## src/rtl/lcdfmt_pkg.sv

```systemverilog
package lcdfmt_pkg;

   // pixel width selection codes
   typedef enum logic [1:0] {
      BPP_1 = 2'd0,
      BPP_2 = 2'd1,
      BPP_4 = 2'd2,
      BPP_4X = 2'd3
   } bpp_e;

   // number of pixel width variants built by the fetch stage
   localparam int NBPP = 3;

   // per-lane tag carried through the read pipeline
   typedef struct packed {
      logic last_lane;
      logic end_line;
      logic first_line;
   } lane_tag_t;

   // log2 of lanes per panel row for one group
   function automatic logic [1:0] lanes_log2(input logic bus8, input logic dual);
      case ({bus8, dual})
         2'b00: return 2'd2;
         2'b01: return 2'd1;
         2'b10: return 2'd3;
         default: return 2'd2;
      endcase
   endfunction

endpackage

```

## src/rtl/lcdfmt_scan.sv

```systemverilog
module lcdfmt_scan
   import lcdfmt_pkg::*;
#(
   parameter int XW = 11,
   parameter int YW = 10
) (
   input  logic          clk,
   input  logic          rst_n,
   input  logic          enable,
   input  logic          bus8,
   input  logic          dual,
   input  logic          dot_dbl,
   input  logic          line_dbl,
   input  logic [XW-1:0] h_active,
   input  logic [YW-1:0] v_active,
   input  logic [XW-1:0] pan_x,
   input  logic [YW-1:0] pan_y,
   output logic [XW-1:0] src_x,
   output logic [YW-1:0] src_y,
   output logic          step_vld,
   output lane_tag_t     step_tag
);

   logic [2:0]    lane;
   logic [XW-1:0] grp;
   logic [YW-1:0] row;
   logic [1:0]    lh_log2;
   logic [2:0]    lane_max;
   logic [XW-1:0] grp_last;
   logic [YW-1:0] row_last;
   logic [3:0]    lh_cnt;
   logic          lower;
   logic [2:0]    lane_in_row;
   logic [XW-1:0] pan_col;
   logic [YW-1:0] pan_row;
   logic          at_lane_end;
   logic          at_grp_end;
   logic          at_row_end;

   always_comb begin
      lh_log2     = lanes_log2(bus8, dual);
      lane_max    = bus8 ? 3'd7 : 3'd3;
      lh_cnt      = 4'd1 << lh_log2;
      grp_last    = (h_active >> lh_log2) - XW'(1);
      row_last    = (dual ? (v_active >> 1) : v_active) - YW'(1);
      lower       = dual && ({1'b0, lane} >= lh_cnt);
      lane_in_row = lane & 3'(lh_cnt - 4'd1);
      pan_col     = (grp << lh_log2) | XW'(lane_in_row);
      pan_row     = row + (lower ? (v_active >> 1) : YW'(0));
      src_x       = pan_x + (dot_dbl ? (pan_col >> 1) : pan_col);
      src_y       = pan_y + (line_dbl ? (pan_row >> 1) : pan_row);
      at_lane_end = (lane == lane_max);
      at_grp_end  = at_lane_end && (grp == grp_last);
      at_row_end  = at_grp_end && (row == row_last);
      step_vld    = enable;
      step_tag.last_lane  = at_lane_end;
      step_tag.end_line   = at_grp_end;
      step_tag.first_line = (row == '0);
   end

   always_ff @(posedge clk) begin
      if (!rst_n || !enable) begin
         lane <= '0;
         grp  <= '0;
         row  <= '0;
      end else begin
         lane <= at_lane_end ? 3'd0 : lane + 3'd1;
         if (at_lane_end) begin
            grp <= at_grp_end ? '0 : grp + XW'(1);
         end
         if (at_grp_end) begin
            row <= at_row_end ? '0 : row + YW'(1);
         end
      end
   end

endmodule

```

## src/rtl/lcdfmt_fetch.sv

```systemverilog
module lcdfmt_fetch
   import lcdfmt_pkg::*;
#(
   parameter int WORD_W = 16,
   parameter int AW     = 17,
   parameter int XW     = 11,
   parameter int YW     = 10,
   localparam int LW    = $clog2(WORD_W)
) (
   input  logic          clk,
   input  logic          rst_n,
   input  logic          enable,
   input  logic [1:0]    bpp_sel,
   input  logic [XW-1:0] pitch,
   input  logic [XW-1:0] src_x,
   input  logic [YW-1:0] src_y,
   input  logic          in_vld,
   input  lane_tag_t     in_tag,
   output logic [AW-1:0] fb_addr,
   output logic          out_vld,
   output logic [LW-1:0] out_pos,
   output lane_tag_t     out_tag
);

   logic [AW-1:0] line_base;
   logic [AW-1:0] cand_word [NBPP];
   logic [LW-1:0] cand_pos  [NBPP];
   logic [1:0]    sel;

   assign line_base = AW'(src_y) * AW'(pitch);

   // one address/bit-position variant per pixel width
   for (genvar b = 0; b < NBPP; b++) begin : g_bpp
      localparam int SH = LW - b;
      logic [SH-1:0] idx;
      assign idx          = src_x[SH-1:0];
      assign cand_word[b] = AW'(src_x >> SH);
      assign cand_pos[b]  = LW'(WORD_W - 1) - (LW'(idx) << b);
   end

   always_comb begin
      sel     = (bpp_sel == BPP_4X) ? 2'd2 : bpp_sel;
      fb_addr = line_base + cand_word[sel];
   end

   always_ff @(posedge clk) begin
      if (!rst_n || !enable) begin
         out_vld <= 1'b0;
         out_pos <= '0;
         out_tag <= '0;
      end else begin
         out_vld <= in_vld;
         out_pos <= cand_pos[sel];
         out_tag <= in_tag;
      end
   end

endmodule

```

## src/rtl/lcdfmt_lanes.sv

```systemverilog
module lcdfmt_lanes
   import lcdfmt_pkg::*;
#(
   parameter int WORD_W = 16,
   localparam int LW    = $clog2(WORD_W)
) (
   input  logic              clk,
   input  logic              rst_n,
   input  logic              enable,
   input  logic              bus8,
   input  logic [WORD_W-1:0] fb_data,
   input  logic              pix_vld,
   input  logic [LW-1:0]     pix_pos,
   input  lane_tag_t         pix_tag,
   output logic [7:0]        lcd_data,
   output logic              lcd_shclk,
   output logic              lcd_line,
   output logic              lcd_frame
);

   logic [7:0] shreg;
   logic [7:0] shnext;
   logic       line_pend;
   logic       frame_pend;

   assign shnext = {shreg[6:0], fb_data[pix_pos]};

   always_ff @(posedge clk) begin
      if (!rst_n || !enable) begin
         shreg      <= '0;
         lcd_data   <= '0;
         lcd_shclk  <= 1'b0;
         lcd_line   <= 1'b0;
         lcd_frame  <= 1'b0;
         line_pend  <= 1'b0;
         frame_pend <= 1'b0;
      end else begin
         lcd_shclk <= 1'b0;
         lcd_line  <= line_pend;
         lcd_frame <= line_pend & frame_pend;
         line_pend <= 1'b0;
         if (pix_vld) begin
            shreg <= shnext;
            if (pix_tag.last_lane) begin
               lcd_data  <= bus8 ? shnext : {4'b0000, shnext[3:0]};
               lcd_shclk <= 1'b1;
               if (pix_tag.end_line) begin
                  line_pend  <= 1'b1;
                  frame_pend <= pix_tag.first_line;
               end
            end
         end
      end
   end

endmodule

```

## src/rtl/lcdfmt_top.sv

```systemverilog
module lcdfmt_top
   import lcdfmt_pkg::*;
#(
   parameter int WORD_W = 16,
   parameter int AW     = 17,
   parameter int XW     = 11,
   parameter int YW     = 10,
   localparam int LW    = $clog2(WORD_W)
) (
   input  logic              clk,
   input  logic              rst_n,
   input  logic              enable,
   input  logic [1:0]        bpp_sel,
   input  logic              bus8,
   input  logic              dual,
   input  logic              dot_dbl,
   input  logic              line_dbl,
   input  logic [XW-1:0]     h_active,
   input  logic [YW-1:0]     v_active,
   input  logic [XW-1:0]     pitch,
   input  logic [XW-1:0]     pan_x,
   input  logic [YW-1:0]     pan_y,
   output logic [AW-1:0]     fb_addr,
   input  logic [WORD_W-1:0] fb_data,
   output logic [7:0]        lcd_data,
   output logic              lcd_shclk,
   output logic              lcd_line,
   output logic              lcd_frame
);

   if (WORD_W < 8 || (WORD_W & (WORD_W - 1)) != 0) begin : g_bad_word
      $error("lcdfmt_top: WORD_W must be a power of two of at least 8");
   end
   if (XW < 4 || YW < 2 || AW < 2) begin : g_bad_dims
      $error("lcdfmt_top: coordinate or address width too small");
   end

   logic [XW-1:0] src_x;
   logic [YW-1:0] src_y;
   logic          step_vld;
   lane_tag_t     step_tag;
   logic          pix_vld;
   logic [LW-1:0] pix_pos;
   lane_tag_t     pix_tag;

   lcdfmt_scan #(.XW(XW), .YW(YW)) u_scan (
      .clk(clk), .rst_n(rst_n), .enable(enable),
      .bus8(bus8), .dual(dual), .dot_dbl(dot_dbl), .line_dbl(line_dbl),
      .h_active(h_active), .v_active(v_active),
      .pan_x(pan_x), .pan_y(pan_y),
      .src_x(src_x), .src_y(src_y),
      .step_vld(step_vld), .step_tag(step_tag)
   );

   lcdfmt_fetch #(.WORD_W(WORD_W), .AW(AW), .XW(XW), .YW(YW)) u_fetch (
      .clk(clk), .rst_n(rst_n), .enable(enable),
      .bpp_sel(bpp_sel), .pitch(pitch),
      .src_x(src_x), .src_y(src_y),
      .in_vld(step_vld), .in_tag(step_tag),
      .fb_addr(fb_addr),
      .out_vld(pix_vld), .out_pos(pix_pos), .out_tag(pix_tag)
   );

   lcdfmt_lanes #(.WORD_W(WORD_W)) u_lanes (
      .clk(clk), .rst_n(rst_n), .enable(enable), .bus8(bus8),
      .fb_data(fb_data),
      .pix_vld(pix_vld), .pix_pos(pix_pos), .pix_tag(pix_tag),
      .lcd_data(lcd_data), .lcd_shclk(lcd_shclk),
      .lcd_line(lcd_line), .lcd_frame(lcd_frame)
   );

endmodule

```

## config.mk

```make
export PLATFORM = sky130hd
export DESIGN_NAME = lcdfmt_top
export DESIGN_NICKNAME = d
export VERILOG_FILES = /design/src/rtl/lcdfmt_pkg.sv /design/src/rtl/lcdfmt_scan.sv /design/src/rtl/lcdfmt_fetch.sv /design/src/rtl/lcdfmt_lanes.sv /design/src/rtl/lcdfmt_top.sv
export SDC_FILE = /design/constraint.sdc
export NUM_CORES = 1
export LEC_CHECK = 0
export ABC_CLOCK_PERIOD_IN_PS = 10800
export BUFFER_PORTS_ARGS = -buffer_cell sky130_fd_sc_hd__buf_4
export CAP_MARGIN = 10
export CORE_UTILIZATION = 49
export DETAILED_ROUTE_END_ITERATION = 10
export PLACE_DENSITY = 0.72
export SLEW_MARGIN = 20
export SYNTH_ARGS = -nofsm -noshare
export SYNTH_HDL_FRONTEND = slang
export SYNTH_HIERARCHICAL = 1
export SYNTH_SLANG_ARGS = --single-unit
```

## constraint.sdc

```tcl
create_clock -name clk -period 10.8 [get_ports clk]
set_clock_uncertainty 0.15 [all_clocks]
set_input_delay 0 -clock clk [delete_from_list [all_inputs] [get_ports clk]]
set_output_delay 0 -clock clk [all_outputs]
set_load 0.01 [all_outputs]
```

# --- Word-level counts from Yosys, hierarchy flattened ---
# Cells that the tools add are included.
# W data, S select, Z words.
classes:
  n_addsub: 13
  n_mul: 1
  order_cmp: 3
  n_eq_ne: 6
  n_shift: 3
  muxes: 20
  bitwise_logic: 6
  reduce_logical: 12
ops:
  columns: ["operator", "count"]
  rows:
  - ["$bmux W17 S2", 1]
  - ["$mux W17", 2]
  - ["$mux W10", 3]
  - ["$mux W11", 2]
  - ["$add A10 B10 Y10", 2]
  - ["$add A17 B17 Y17", 1]
  - ["$mul A10 B11 Y17", 1]
  - ["$sub A4 B4 Y4 const A", 3]
  - ["$add A11 B1 Y11 const B", 1]
  - ["$add A11 B11 Y11", 1]
  - ["$eq A11 B11 Y1", 1]
  - ["$or A11 B3 Y11", 1]
  - ["$shl A11 B2 Y11", 1]
  - ["$shr A11 B2 Y11", 1]
  - ["$sub A11 B1 Y11 const B", 1]
  - ["$add A10 B1 Y10 const B", 1]
  - ["$eq A10 B10 Y1", 1]
  - ["$logic_not A10 Y1", 1]
  - ["$sub A10 B1 Y10 const B", 1]
  - ["$mux W9", 1]
  - ["$bmux W4 S2", 1]
  - ["$mux W4", 2]
  - ["$mux W8", 1]
  - ["$lt A4 B5 Y1 const B", 1]
  - ["other kinds (24)", 32]
word_totals:
  reg_bits: 52
  inputBits: 78
  output_inout_bits: 28
  elab_cells: 79

# --- Depth between registers and ports, before layout ---
# Gate-level depths: netlist of the first run.
logic_depth:
  word_depth: 12
  mapped_depth: 45
  ltp_nobuf: 42

# --- Modules after synthesis ---
# The synthesis of the first run kept the hierarchy.
by_module_without_submodules:
  columns: ["mod", "n_inst", "cells_per_inst", "area_each_um2"]
  rows:
  - ["lcdfmt_scan", 1, 551, 4362.9]
  - ["lcdfmt_fetch", 1, 474, 3958.8]
  - ["lcdfmt_lanes", 1, 92, 855.8]

# --- Worst setup path before layout of the first run ---
# No wires, ideal clock.
synth_path:
  path_type: "input-to-output"
  start: "input bus8"
  end: "output fb_addr[15]"
  t_arrival_ps: 9061
  setup_slack_ps: 1589
  cell_stages: 43
  n_path_buf: 3
  path_cell_list: "inv_1 ha_1 buf_6 clkbuf_1 clkbuf_1 nand2_1 inv_1 ha_1 nand2b_1 a21o_1 a21oi_1 nor3_1 and2_1 ha_1 fa_1 a21o_1 a21oi_1 o21bai_1 (+7 left out) a221oi_1 nand3_1 xnor2_1 nand2_1 fa_1 fa_1 inv_1 fa_1 fa_1 inv_1 fa_1 inv_1 ha_1 nor2_4 nand2_1 o21a_2 a311oi_1 xnor2_1"
synth_via:
  word_cells_on_any_way: 21
  cone_classes: "add/sub: 5; mul: 1; order compare: 1; eq/ne: 2; shift: 2; mux: 7; bitwise: 2; reduce/logical: 1"
synth_rtl:
  columns: ["item", "line_no", "text"]
  rows:
  - ["from (decl)", "lcdfmt_top.sv:14", "input logic bus8,"]
  - ["$eq A2 B2 Y1 or $eq A2 B1 Y1 (tied branches)", "lcdfmt_pkg.sv:23", "case ({bus8, dual})"]
  - ["$pmux W2 S2 (*)", "lcdfmt_pkg.sv:23", null]
  - ["$shl A1 B2 Y4 (*)", "lcdfmt_scan.sv:43", "lh_cnt = 4'd1 << lh_log2;"]
  - ["$ge A3 B4 Y1 (*)", "lcdfmt_scan.sv:46", "lower = dual && ({1'b0, lane} >= lh_cnt);"]
  - ["$logic_and A1 B1 Y1 (*)", "lcdfmt_scan.sv:46", null]
  - ["$mux W9 (*)", "lcdfmt_scan.sv:49", "pan_row = row + (lower ? (v_active >> 1) : YW'(0));"]
  - ["$add A10 B10 Y10 (*)", "lcdfmt_scan.sv:49", null]
  - ["$mux W10 (*)", "lcdfmt_scan.sv:51", "src_y = pan_y + (line_dbl ? (pan_row >> 1) : pan_row);"]
  - ["$add A10 B10 Y10 (*)", "lcdfmt_scan.sv:51", null]
  - ["net src_y[9]", "lcdfmt_top.sv:39", "logic [YW-1:0] src_y;"]
  - ["$mul A10 B11 Y17 (*)", "lcdfmt_fetch.sv:30", "assign line_base = AW'(src_y) * AW'(pitch);"]
  - ["$add A17 B17 Y17 (*)", "lcdfmt_fetch.sv:43", "fb_addr = line_base + cand_word[sel];"]
  - ["to (decl)", "lcdfmt_top.sv:23", "output logic [AW-1:0] fb_addr,"]
# The timed path passes the listed nets; every way through them passes the cells marked *. The select of a mux whose other input is x is not followed.

# --- Final worst setup path of the first run ---
layout_path:
  start: "input bus8"
  end: "output fb_addr[13]"
# Same word-level chain as after synthesis.

==> run metrics, run 1 <==
post-DR vias/cell 5.59; Synth Cell Area 9180 sq um; Post-DRT Antenna Nets 0; CP Max Fanout 26; dpl hpwl 17,400 microns; # DRC 10; share of cells above drive strength 1 14.8%; Post-Route WL 21,400 microns; dpl cell area 9990 sq um; CTS tree built; dominant cells by area after synthesis fa_1, ha_1, dfxtp_1; Num CTS Buffers 5; Leakage 4.76 nW; status finished, violations left; Skew-Pair Late Insertion Delay 0.29 ns; Synth Flop Type dfxtp_1; critical path's slowest cell fa_1; worst slew pin tran 1.10 ns; Peak VDD IR 0.000435 V; clock share of power 5.6%; Hold Violations, Final 0; Final setup viols 0; Crit path top cell by count fa_1; Initial Util 50.6%; Power Density 287 nW/um^2; H-tree depth 2; Avg WL per Cell 15.2 microns; fillers 1,655; Placer Congestion 0.878; Netlist cell types 84; initial antenna violation count 0; std cell rows 49; number of enable flip-flop cells after synthesis 0; gr usage total 22.7%; First-pass DRT Iterations 8; relative slew slack 26.5%; overall power 2.95 mW; Ports 106; Avg Cell Area, Syn 8.22 sq um; Switch Pwr 1.43 mW; Worst EP required 10.65 ns; Slew Limit Fails 0; largest net degree at the start of global routing 33; CP Launch Type input port; Seq cells post-synth 52; first-pass GRT wire length 36,600 microns; PortBufs 105; Async SR Flop Fraction 0%; Arr. time, crit path 10.00 ns; Die X 139 microns; Reg area 1040 sq um; largest area contributor in the netlist fa_1; Synth top area share 16.8%; die area 19,300 sq um; footprint of the multi-input gates 7380 sq um; Num Clock Sinks 52; min cycle time layout 10.15 ns; clk root buf clkbuf_16; failing checks design-rule violations; P&R area growth vs syn 11.7%; Synth warnings 6; total grt overflow 0; final net count 1,419; sequential area share after synthesis 11.3%; endpoint class of the critical path primary output; fin util 56.5%; core area 18,100 sq um; Max Clock Freq 0.0985 GHz; CP max stage delay 0.55 ns; Period Utilization, post-route 94.0%; diodes inserted 0; vias in the first global route 7,600; design area 10,200 sq um; setup TNS 0 ns; Post-synth top cells inv_1, nand2_1, ha_1, fa_1, nor2_1; DRT iter0 DRCs 504; Max clock buf depth 2; switching share of power 48.5%; most frequent cell after synthesis inv_1; Mapped Cells 1,117; max-cap check violation count 0; Clock Pin Slew Worst Setup and Hold Paths 0.08 ns; hold crit path type in2reg; Die Y 139 microns; Mapped Nets 1,358; Comb pwr share 87.7%; RSZ-0062 raised after global routing no; internal cell power 1.52 mW; part of the power in registers 6.7%; critical path class in2out; via count 7,864
## final timing paths
path                                          from                  to  slack (ns)  cells past startpoint
worst max-delay path                          bus8         fb_addr[13]        0.65                     43
worst min-delay path                    fb_data[5]    u_lanes/shreg[0]        0.06                      4
worst min register to register  u_lanes/frame_pend  u_lanes/frame_pend        0.30                      2
worst max register to register       u_scan/row[6]       u_scan/row[8]        7.68                      8
## metrics by stage
stage	setup WS, ns	instances	hold WS [ns]
after detailed placement	0.814	1393	0.180
after floorplan	1.59	1117	-0.00410
final	0.649	1408	0.0566
after global routing	0.0884	1408	0.0688
after CTS	0.300	1408	0.0539
after global placement	1.09	1393	0.167
## placed cells by master, fill, tap and decap left out, types with 7 or more instances in the layout
cell	netlist	routed
nor2_1	58	58
a21o_1	9	9
mux2_2	22	22
inv_1	131	131
a21oi_1	52	51
buf_4	4	107
nand4_1	9	9
mux2i_1	56	56
o21bai_1	7	7
xor2_1	30	30
nand3_1	31	31
o21ai_0	26	26
nand2b_1	10	10
fa_1	77	77
nor4_1	8	8
xnor2_1	56	54
and2_1	55	55
ha_1	86	86
nand2_1	120	120
dlygate4sd3_1	0	7
nor2b_1	9	9
dfxtp_1	52	52
and3_1	14	14
nor3_1	15	14
or3_1	7	7
a211oi_1	7	7
## final cells by class
cell class	instances	share of cell area, %
Multi-Input combinational cell	871	72.0
Sequential cell	52	10.2
Timing Repair Buffer	115	8.63
Inverter	133	4.87
Tap cell	229	2.80
Clock buffer	5	1.22
Clock inverter	3	0.281
## metal layers
metal	global-route usage (%)	wire (microns)
met3	1.80	973
met5	0	0
met2	37.8	9990
met4	3.27	142
met1	32.8	10300
## cells by family (layout without fill, tap and decap cells)
logic type / after synthesis / after routing / share of synthesized area (%)
and+or+nand+nor: 367 / 367 / 20.1
buffers and inverters: 194 / 256 / 8.53
AOI/OAI and AO/OA: 168 / 168 / 12.3
adders and majority gates: 163 / 163 / 28.5
muxes: 87 / 87 / 10.9
xor gates and xnor gates: 86 / 86 / 8.21
DFF: 52 / 52 / 11.3
## power by group through the flow
stage                     Clock [mW]  Combinational (mW)  Sequential (mW)
after floorplan                    0                1.77            0.199
after global placement             0                2.52            0.200
after detailed placement           0                2.55            0.200
after CTS                      0.168                2.58            0.196
after global routing           0.177                2.89            0.196
final                          0.166                2.58            0.196
## registers in the layout (all words and copies together), names as in the netlist
signal / count
u_scan/grp: 11
u_scan/row: 10
u_lanes/lcd_data: 8
u_lanes/shreg: 7
u_fetch/out_pos: 4
u_fetch/out_tag: 3
u_scan/lane: 3
u_fetch/out_vld: 1
u_lanes/frame_pend: 1
u_lanes/lcd_frame: 1
u_lanes/lcd_line: 1
u_lanes/lcd_shclk: 1
u_lanes/line_pend: 1
## worst max-delay path, delay by kind of cell
family / cells / cell delay (ns)
mux: 1 / 0.30
xor+xnor: 2 / 0.37
simple gates: 10 / 1.68
fa+ha+maj: 11 / 4.30
buf+inv: 9 / 1.32
compound gates: 10 / 2.02
## timing repair
action                                 CTS  global route
buffers inserted                         0             0
hold buffers                             7             0
setup endpoints to repair                0             7
resized for setup                        0             5
endpoints found under the hold margin   15             0
Note: power is estimated with default switching activity, not from simulation.
==> run 2, diff against run 1 <==
--- a/config.mk
+++ b/config.mk
@@ -14,5 +14,4 @@
 export SLEW_MARGIN = 20
 export SYNTH_ARGS = -nofsm -noshare
 export SYNTH_HDL_FRONTEND = slang
-export SYNTH_HIERARCHICAL = 1
 export SYNTH_SLANG_ARGS = --single-unit
==> run metrics, run 2 <==
core area 17,400 sq um (was 18,100 sq um); Peak VDD IR 0.000647 V (was 0.000435 V); Die Y 135 microns (was 139 microns); internal cell power 1.59 mW (was 1.52 mW); Synth Area in Compound Gates 11.8% (was 12.3%); Async SR Flop Fraction 0% (unchanged); Avg WL per Cell 14.7 microns (was 15.2 microns); Place WS 0.943 ns (was 0.814 ns); Post-Synth XOR/XNOR Area 8.18% (was 8.21%); critical path class in2out (unchanged); initial antenna violation count 0 (unchanged); Slew Limit Fails 0 (unchanged); design area 9920 sq um (was 10,200 sq um); Netlist cell types 68 (was 84); Arr. time, crit path 10.06 ns (was 10.00 ns); Placer Congestion 0.891 (was 0.878); relative slew slack 32.5% (was 26.5%); Final setup viols 0 (unchanged); Synth Cell Area 8730 sq um (was 9180 sq um); vias in the first global route 7,247 (was 7,600); dominant cells by area after synthesis fa_1, ha_1, dfxtp_1 (unchanged); Period Utilization, post-route 94.5% (was 94.0%); H-tree depth 2 (unchanged); Num CTS Buffers 5 (unchanged); setup bufs post-CTS 0 (unchanged); dpl hpwl 16,400 microns (was 17,400 microns); first-pass GRT wire length 33,600 microns (was 36,600 microns); part of the power in registers 6.7% (about the same); DRT iter0 DRCs 497 (was 504); Switch Pwr 1.35 mW (was 1.43 mW); Post-DRT Antenna Nets 0 (unchanged); mux share of post-synthesis cell area 9.45% (was 10.9%); Power Density 296 nW/um^2 (was 287 nW/um^2); largest area contributor in the netlist fa_1 (unchanged); CP max stage delay 0.54 ns (was 0.55 ns); commonest non-fill, non-tap cells in the layout inv_1, nand2_1, buf_4 (unchanged); # DRC 0 (was 10); commonest non-fill, non-tap cell in the layout inv_1 (unchanged); setup ws final 0.595 ns (was 0.649 ns); critical path's slowest cell fa_1 (unchanged); Leakage 4.57 nW (was 4.76 nW); via count 7,563 (was 7,864); Largest regs u_scan.grp x11, u_scan.row x10, u_lanes.lcd_data x8 (was u_scan/grp x11, u_scan/row x10, u_lanes/lcd_data x8); post-DR vias/cell 5.52 (was 5.59); clk root buf clkbuf_16 (unchanged); overall power 2.93 mW (was 2.95 mW); Post-synth top cells inv_1, nand2_1, ha_1, fa_1, and2_1 (was inv_1, nand2_1, ha_1, fa_1, nor2_1); Comb pwr share 86.5% (was 87.7%); Num Clock Sinks 52 (unchanged); Synth Flop Type dfxtp_1 (unchanged); Hold Violations, Final 0 (unchanged); gr usage total 22.6% (was 22.7%); Post-Route WL 20,200 microns (was 21,400 microns); std cell rows 48 (was 49); Avg Cell Area, Syn 8.20 sq um (was 8.22 sq um); clock share of power 6.8% (was 5.6%); final net count 1,385 (was 1,419); Max clock buf depth 2 (unchanged); status complete, no violations (was finished, violations left); sequential area share after synthesis 11.9% (was 11.3%); CP Launch Type input port (unchanged); CTS tree built (unchanged); most frequent cell after synthesis inv_1 (unchanged); max-cap check violation count 0 (unchanged); Seq cells post-synth 52 (unchanged); share of cells above drive strength 1 13.6% (was 14.8%); Mapped Cells 1,065 (was 1,117); hold crit path type in2reg (unchanged); cell count after placement 1,356 (was 1,393); First-pass DRT Iterations 5 (was 8); fin util 57.2% (was 56.5%); Clock Pin Slew Worst Setup and Hold Paths 0.07 ns (was 0.08 ns); dpl cell area 9660 sq um (was 9990 sq um); min cycle time layout 10.21 ns (was 10.15 ns); switching share of power 45.9% (was 48.5%); Initial Util 50.3% (was 50.6%); combinational family with the most area after synthesis adder cells (unchanged); total grt overflow 0 (unchanged); Mapped Nets 1,306 (was 1,358); P&R area growth vs syn 13.7% (was 11.7%); setup TNS 0 ns (unchanged); Synth warnings 0 (was 6); Max Clock Freq 0.0980 GHz (was 0.0985 GHz); Die X 135 microns (was 139 microns); Ports 106 (unchanged); die area 18,400 sq um (was 19,300 sq um); fin cells 1,369 (was 1,408); number of enable flip-flop cells after synthesis 0 (unchanged); largest net degree at the start of global routing 33 (unchanged); Largest register FFs 11 (unchanged); Post-Synth Adder-Cell Area 30.0% (was 28.5%); fillers 1,589 (was 1,655); endpoint class of the critical path primary output (unchanged); Synth Area in Simple Gates 20.4% (was 20.1%); Skew-Pair Late Insertion Delay 0.29 ns (about the same); worst slew pin tran 0.987 ns (was 1.10 ns); CP Max Fanout 8 (was 26); Synth top area share 17.7% (was 16.8%); PortBufs 105 (unchanged); Reg with most FFs u_scan.grp (was u_scan/grp); Worst EP required 10.65 ns (about the same); Hold Worst Slack 0.0902 ns (was 0.0566 ns); diodes inserted 0 (unchanged)
run 2: changes by cell type in the layout (fill, tap and decap cells not counted), moves of 7 or more:
cell / previous run / this run
nor3_1: 14 / 21
mux2_2: 22 / 13
inv_1: 131 / 145
mux2i_1: 56 / 43
and3_1: 14 / 5
and2_1: 55 / 64
xor2_1: 30 / 19
run 2: layout make-up:
type | count | area, sq um | share of cell area (%)
Tap cell | 225 | 282 | 2.84
Multi-Input combinational cell | 823 | 6980 | 70.4
Timing Repair Buffer | 115 | 878 | 8.85
Clock inverter | 2 | 60.1 | 0.605
Sequential cell | 52 | 1040 | 10.5
Inverter | 147 | 552 | 5.56
Clock buffer | 5 | 125 | 1.26
run 2: power by group through the flow:
| stage | combinational (mW) | clock, mW | sequential [mW] |
|---|---|---|---|
| 2_1_floorplan | 1.76 | 0 | 0.199 |
| 3_3_place_gp | 2.52 | 0 | 0.200 |
| 3_5_place_dp | 2.55 | 0 | 0.200 |
| 4_1_cts | 2.57 | 0.203 | 0.196 |
| 5_1_grt | 2.87 | 0.210 | 0.196 |
| 6_report | 2.54 | 0.201 | 0.196 |
run 2: critical path, delay by kind of cell:
kind                       cells  cell delay (ns)
xor gates and xnor gates       3             0.55
AOI/OAI and AO/OA             12             2.13
and+or+nand+nor                9             1.61
adders and majority gates     11             4.54
muxes                          1             0.10
buffers and inverters          9             1.13
run 2: worst paths after layout:
check                          start                 end  slack, ns  cells past startpoint
setup / recovery                bus8         fb_addr[16]       0.59                     45
hold reg to reg   u_fetch.out_tag[0]  u_lanes.frame_pend       0.30                      2
hold / removal                 rst_n    u_lanes.shreg[4]       0.09                      4
setup reg to reg      u_scan.lane[0]       u_scan.row[9]       7.35                      8
run 2: cells by family after synthesis:
| group | after synthesis |
|---|---|
| compound gates | 155 |
| xor+xnor | 80 |
| fa+ha+maj | 163 |
| buf+inv | 190 |
| flops | 52 |
| mux | 67 |
| simple gates | 358 |
run 2: repair_timing:
action                                  4_1_cts  5_1_grt
endpoints found under the setup margin        0        5
hold endpoints to repair                      9        0
resized for setup                             0        4
hold buffers                                  6        0
run 2: layer usage:
metal	GRT usage (%)	vias to the layer above	wire length, microns	share of wire [%]
met3	2.13	14	771	3.8
met4	3.50	0	192	0.95
met5	0	-	0	0
met2	38.9	161	9830	49
met1	31.2	3670	9390	47
li1	-	3718	-	-
==> run 3, diff against run 2 <==
--- a/config.mk
+++ b/config.mk
@@ -8,9 +8,9 @@
 export ABC_CLOCK_PERIOD_IN_PS = 10800
 export BUFFER_PORTS_ARGS = -buffer_cell sky130_fd_sc_hd__buf_4
 export CAP_MARGIN = 10
-export CORE_UTILIZATION = 49
+export CORE_UTILIZATION = 27
 export DETAILED_ROUTE_END_ITERATION = 10
-export PLACE_DENSITY = 0.72
+export PLACE_DENSITY = 0.46
 export SLEW_MARGIN = 20
 export SYNTH_ARGS = -nofsm -noshare
 export SYNTH_HDL_FRONTEND = slang
==> run metrics, run 3 (same netlist as run 2, synthesis figures left out) <==
cell count after placement 1,535 (was 1,356); Reg with most FFs u_scan.grp (unchanged); Die Y 182 microns (was 135 microns); Ports 106 (unchanged); H-tree depth 2 (unchanged); r2r worst-path depth 8 (unchanged); CP Launch Type input port (unchanged); Period Utilization, post-route 94.4% (was 94.5%); final net count 1,387 (was 1,385); status complete, no violations (unchanged); Initial Util 27.5% (was 50.3%); Max clock buf depth 2 (unchanged); initial antenna violation count 0 (unchanged); Hold Path End u_fetch.out_tag[1] (was u_lanes.shreg[4]); overall power 2.94 mW (was 2.93 mW); clock share of power 6.2% (was 6.8%); diodes inserted 0 (unchanged); # DRC 0 (unchanged); CP Max Fanout 8 (unchanged); Clock Pin Slew Worst Setup and Hold Paths 0.07 ns (about the same); Leakage 4.56 nW (was 4.57 nW); Die X 182 microns (was 135 microns); switching share of power 46.7% (was 45.9%); max-cap check violation count 0 (unchanged); Placer Congestion 0.825 (was 0.891); Peak VDD IR 0.000524 V (was 0.000647 V); post-DR vias/cell 4.80 (was 5.52); gr usage total 13.7% (was 22.6%); DRT iter0 DRCs 349 (was 497); Skew-Pair Late Insertion Delay 0.29 ns (about the same); Post-DRT Antenna Nets 0 (unchanged); critical path's slowest cell fa_1 (unchanged); commonest non-fill, non-tap cells in the layout inv_1, nand2_1, buf_4 (unchanged); die area 33,100 sq um (was 18,400 sq um); share of cells above drive strength 1 13.7% (was 13.6%); CP max stage delay 0.55 ns (was 0.54 ns); endpoint class of the critical path primary output (unchanged); Post-Route WL 22,900 microns (was 20,200 microns); Critical path buffers and inverters 10 (was 9); Power Density 290 nW/um^2 (was 296 nW/um^2); Arr. time, crit path 10.05 ns (was 10.06 ns); Max Clock Freq 0.0980 GHz (about the same); Final setup viols 0 (unchanged); setup TNS 0 ns (unchanged); Worst EP required 10.65 ns (about the same); core area 31,700 sq um (was 17,400 sq um); first-pass GRT wire length 36,800 microns (was 33,600 microns); Num Clock Sinks 52 (unchanged); r2r setup slk 7.42 ns (was 7.35 ns); PortBufs 105 (unchanged); part of the power in registers 6.6% (was 6.7%); Largest register FFs 11 (unchanged); vias in the first global route 7,227 (was 7,247); hold crit path type in2reg (unchanged); worst slew pin tran 0.962 ns (was 0.987 ns); Comb pwr share 87.1% (was 86.5%); FF-to-FF Start u_scan.lane[2] (was u_scan.lane[0]); Largest regs u_scan.grp x11, u_scan.row x10, u_lanes.lcd_data x8 (unchanged); CTS tree built (unchanged); commonest non-fill, non-tap cell in the layout inv_1 (unchanged); Critical R2R Capture u_scan.row[6] (was u_scan.row[9]); total grt overflow 0 (unchanged); Num CTS Buffers 5 (unchanged); Slew Limit Fails 0 (unchanged); P&R area growth vs syn 16.1% (was 13.7%); internal cell power 1.57 mW (was 1.59 mW); critical path class in2out (unchanged); largest net degree at the start of global routing 33 (unchanged); WHS Path Cells 4 (unchanged); min cycle time layout 10.20 ns (was 10.21 ns); Avg WL per Cell 14.8 microns (was 14.7 microns); std cell rows 65 (was 48); dpl cell area 9900 sq um (was 9660 sq um); fillers 3,395 (was 1,589); via count 7,438 (was 7,563); Hold Crit Start rst_n (unchanged); Place WS 0.935 ns (was 0.943 ns); Hold Violations, Final 0 (unchanged); RSZ-0062 raised after global routing no; First-pass DRT Iterations 4 (was 5); clk root buf clkbuf_16 (unchanged); relative slew slack 35.4% (was 32.5%); Largest delay share family, worst path adder cells (unchanged); dpl hpwl 18,900 microns (was 16,400 microns); Switch Pwr 1.37 mW (was 1.35 mW); setup ws final 0.601 ns (was 0.595 ns); fin cells 1,549 (was 1,369); design area 10,100 sq um (was 9920 sq um)
## run 3: worst min-delay path: cells and delay by family
family                 cells  cell delay (ns)
buffers and inverters      2             0.32
AND/OR/NAND/NOR            2             0.17
## run 3: repair_timing
| item | CTS | global route |
|---|---|---|
| buffers inserted | 0 | 0 |
| hold buffers | 6 | 0 |
| endpoints found under the setup margin | 0 | 2 |
| hold endpoints to repair | 9 | 0 |
| resized for setup | 0 | 3 |
## run 3: layout make-up
type | instances | area, sq um | share of cell area (%)
Clock buffer | 6 | 129 | 1.27
Inverter | 147 | 552 | 5.44
Tap cell | 402 | 503 | 4.96
Sequential cell | 52 | 1040 | 10.3
Multi-Input combinational cell | 823 | 6980 | 68.9
Clock inverter | 2 | 38.8 | 0.383
Timing Repair Buffer | 117 | 893 | 8.81
## run 3: power by group through the flow
| stage | registers (mW) | logic [mW] | clock network [mW] |
|---|---|---|---|
| after CTS | 0.196 | 2.61 | 0.189 |
| after detailed placement | 0.200 | 2.59 | 0 |
| after floorplan | 0.199 | 1.76 | 0 |
| final | 0.196 | 2.56 | 0.183 |
| after global placement | 0.200 | 2.60 | 0 |
| after global routing | 0.196 | 2.87 | 0.199 |
## run 3: worst max-delay path by stage
| stage | startpoint | end | slack, ns | cells past startpoint |
|---|---|---|---|---|
| 5_1_grt | bus8 | fb_addr[16] | 0.05 | 46 |
| 3_3_place_gp | dual | fb_addr[16] | 1.07 | 44 |
| 6_report | bus8 | fb_addr[16] | 0.60 | 46 |
| 3_5_place_dp | dual | fb_addr[16] | 0.93 | 44 |
| 2_1_floorplan | bus8 | fb_addr[16] | 1.30 | 45 |
| 4_1_cts | bus8 | fb_addr[16] | 0.40 | 46 |
## run 3: per-layer routing
layer | wire (microns) | up-vias | track usage (%) | part of all wire (%)
met1 | 11100 | 3590 | 18.7 | 48
li1 | - | 3734 | - | -
met5 | 0 | - | 0 | 0
met4 | 260 | 0 | 2.37 | 1.1
met3 | 808 | 15 | 1.81 | 3.5
met2 | 10700 | 99 | 23.3 | 47
## run 3: stage by stage
step | util [%] | hold slack (ns)
after floorplan | - | 0.0126
after global placement | 31.2 | 0.116
after detailed placement | 31.2 | 0.113
after CTS | 31.9 | 0.0894
after global routing | 32.0 | 0.117
final | 32.0 | 0.0929
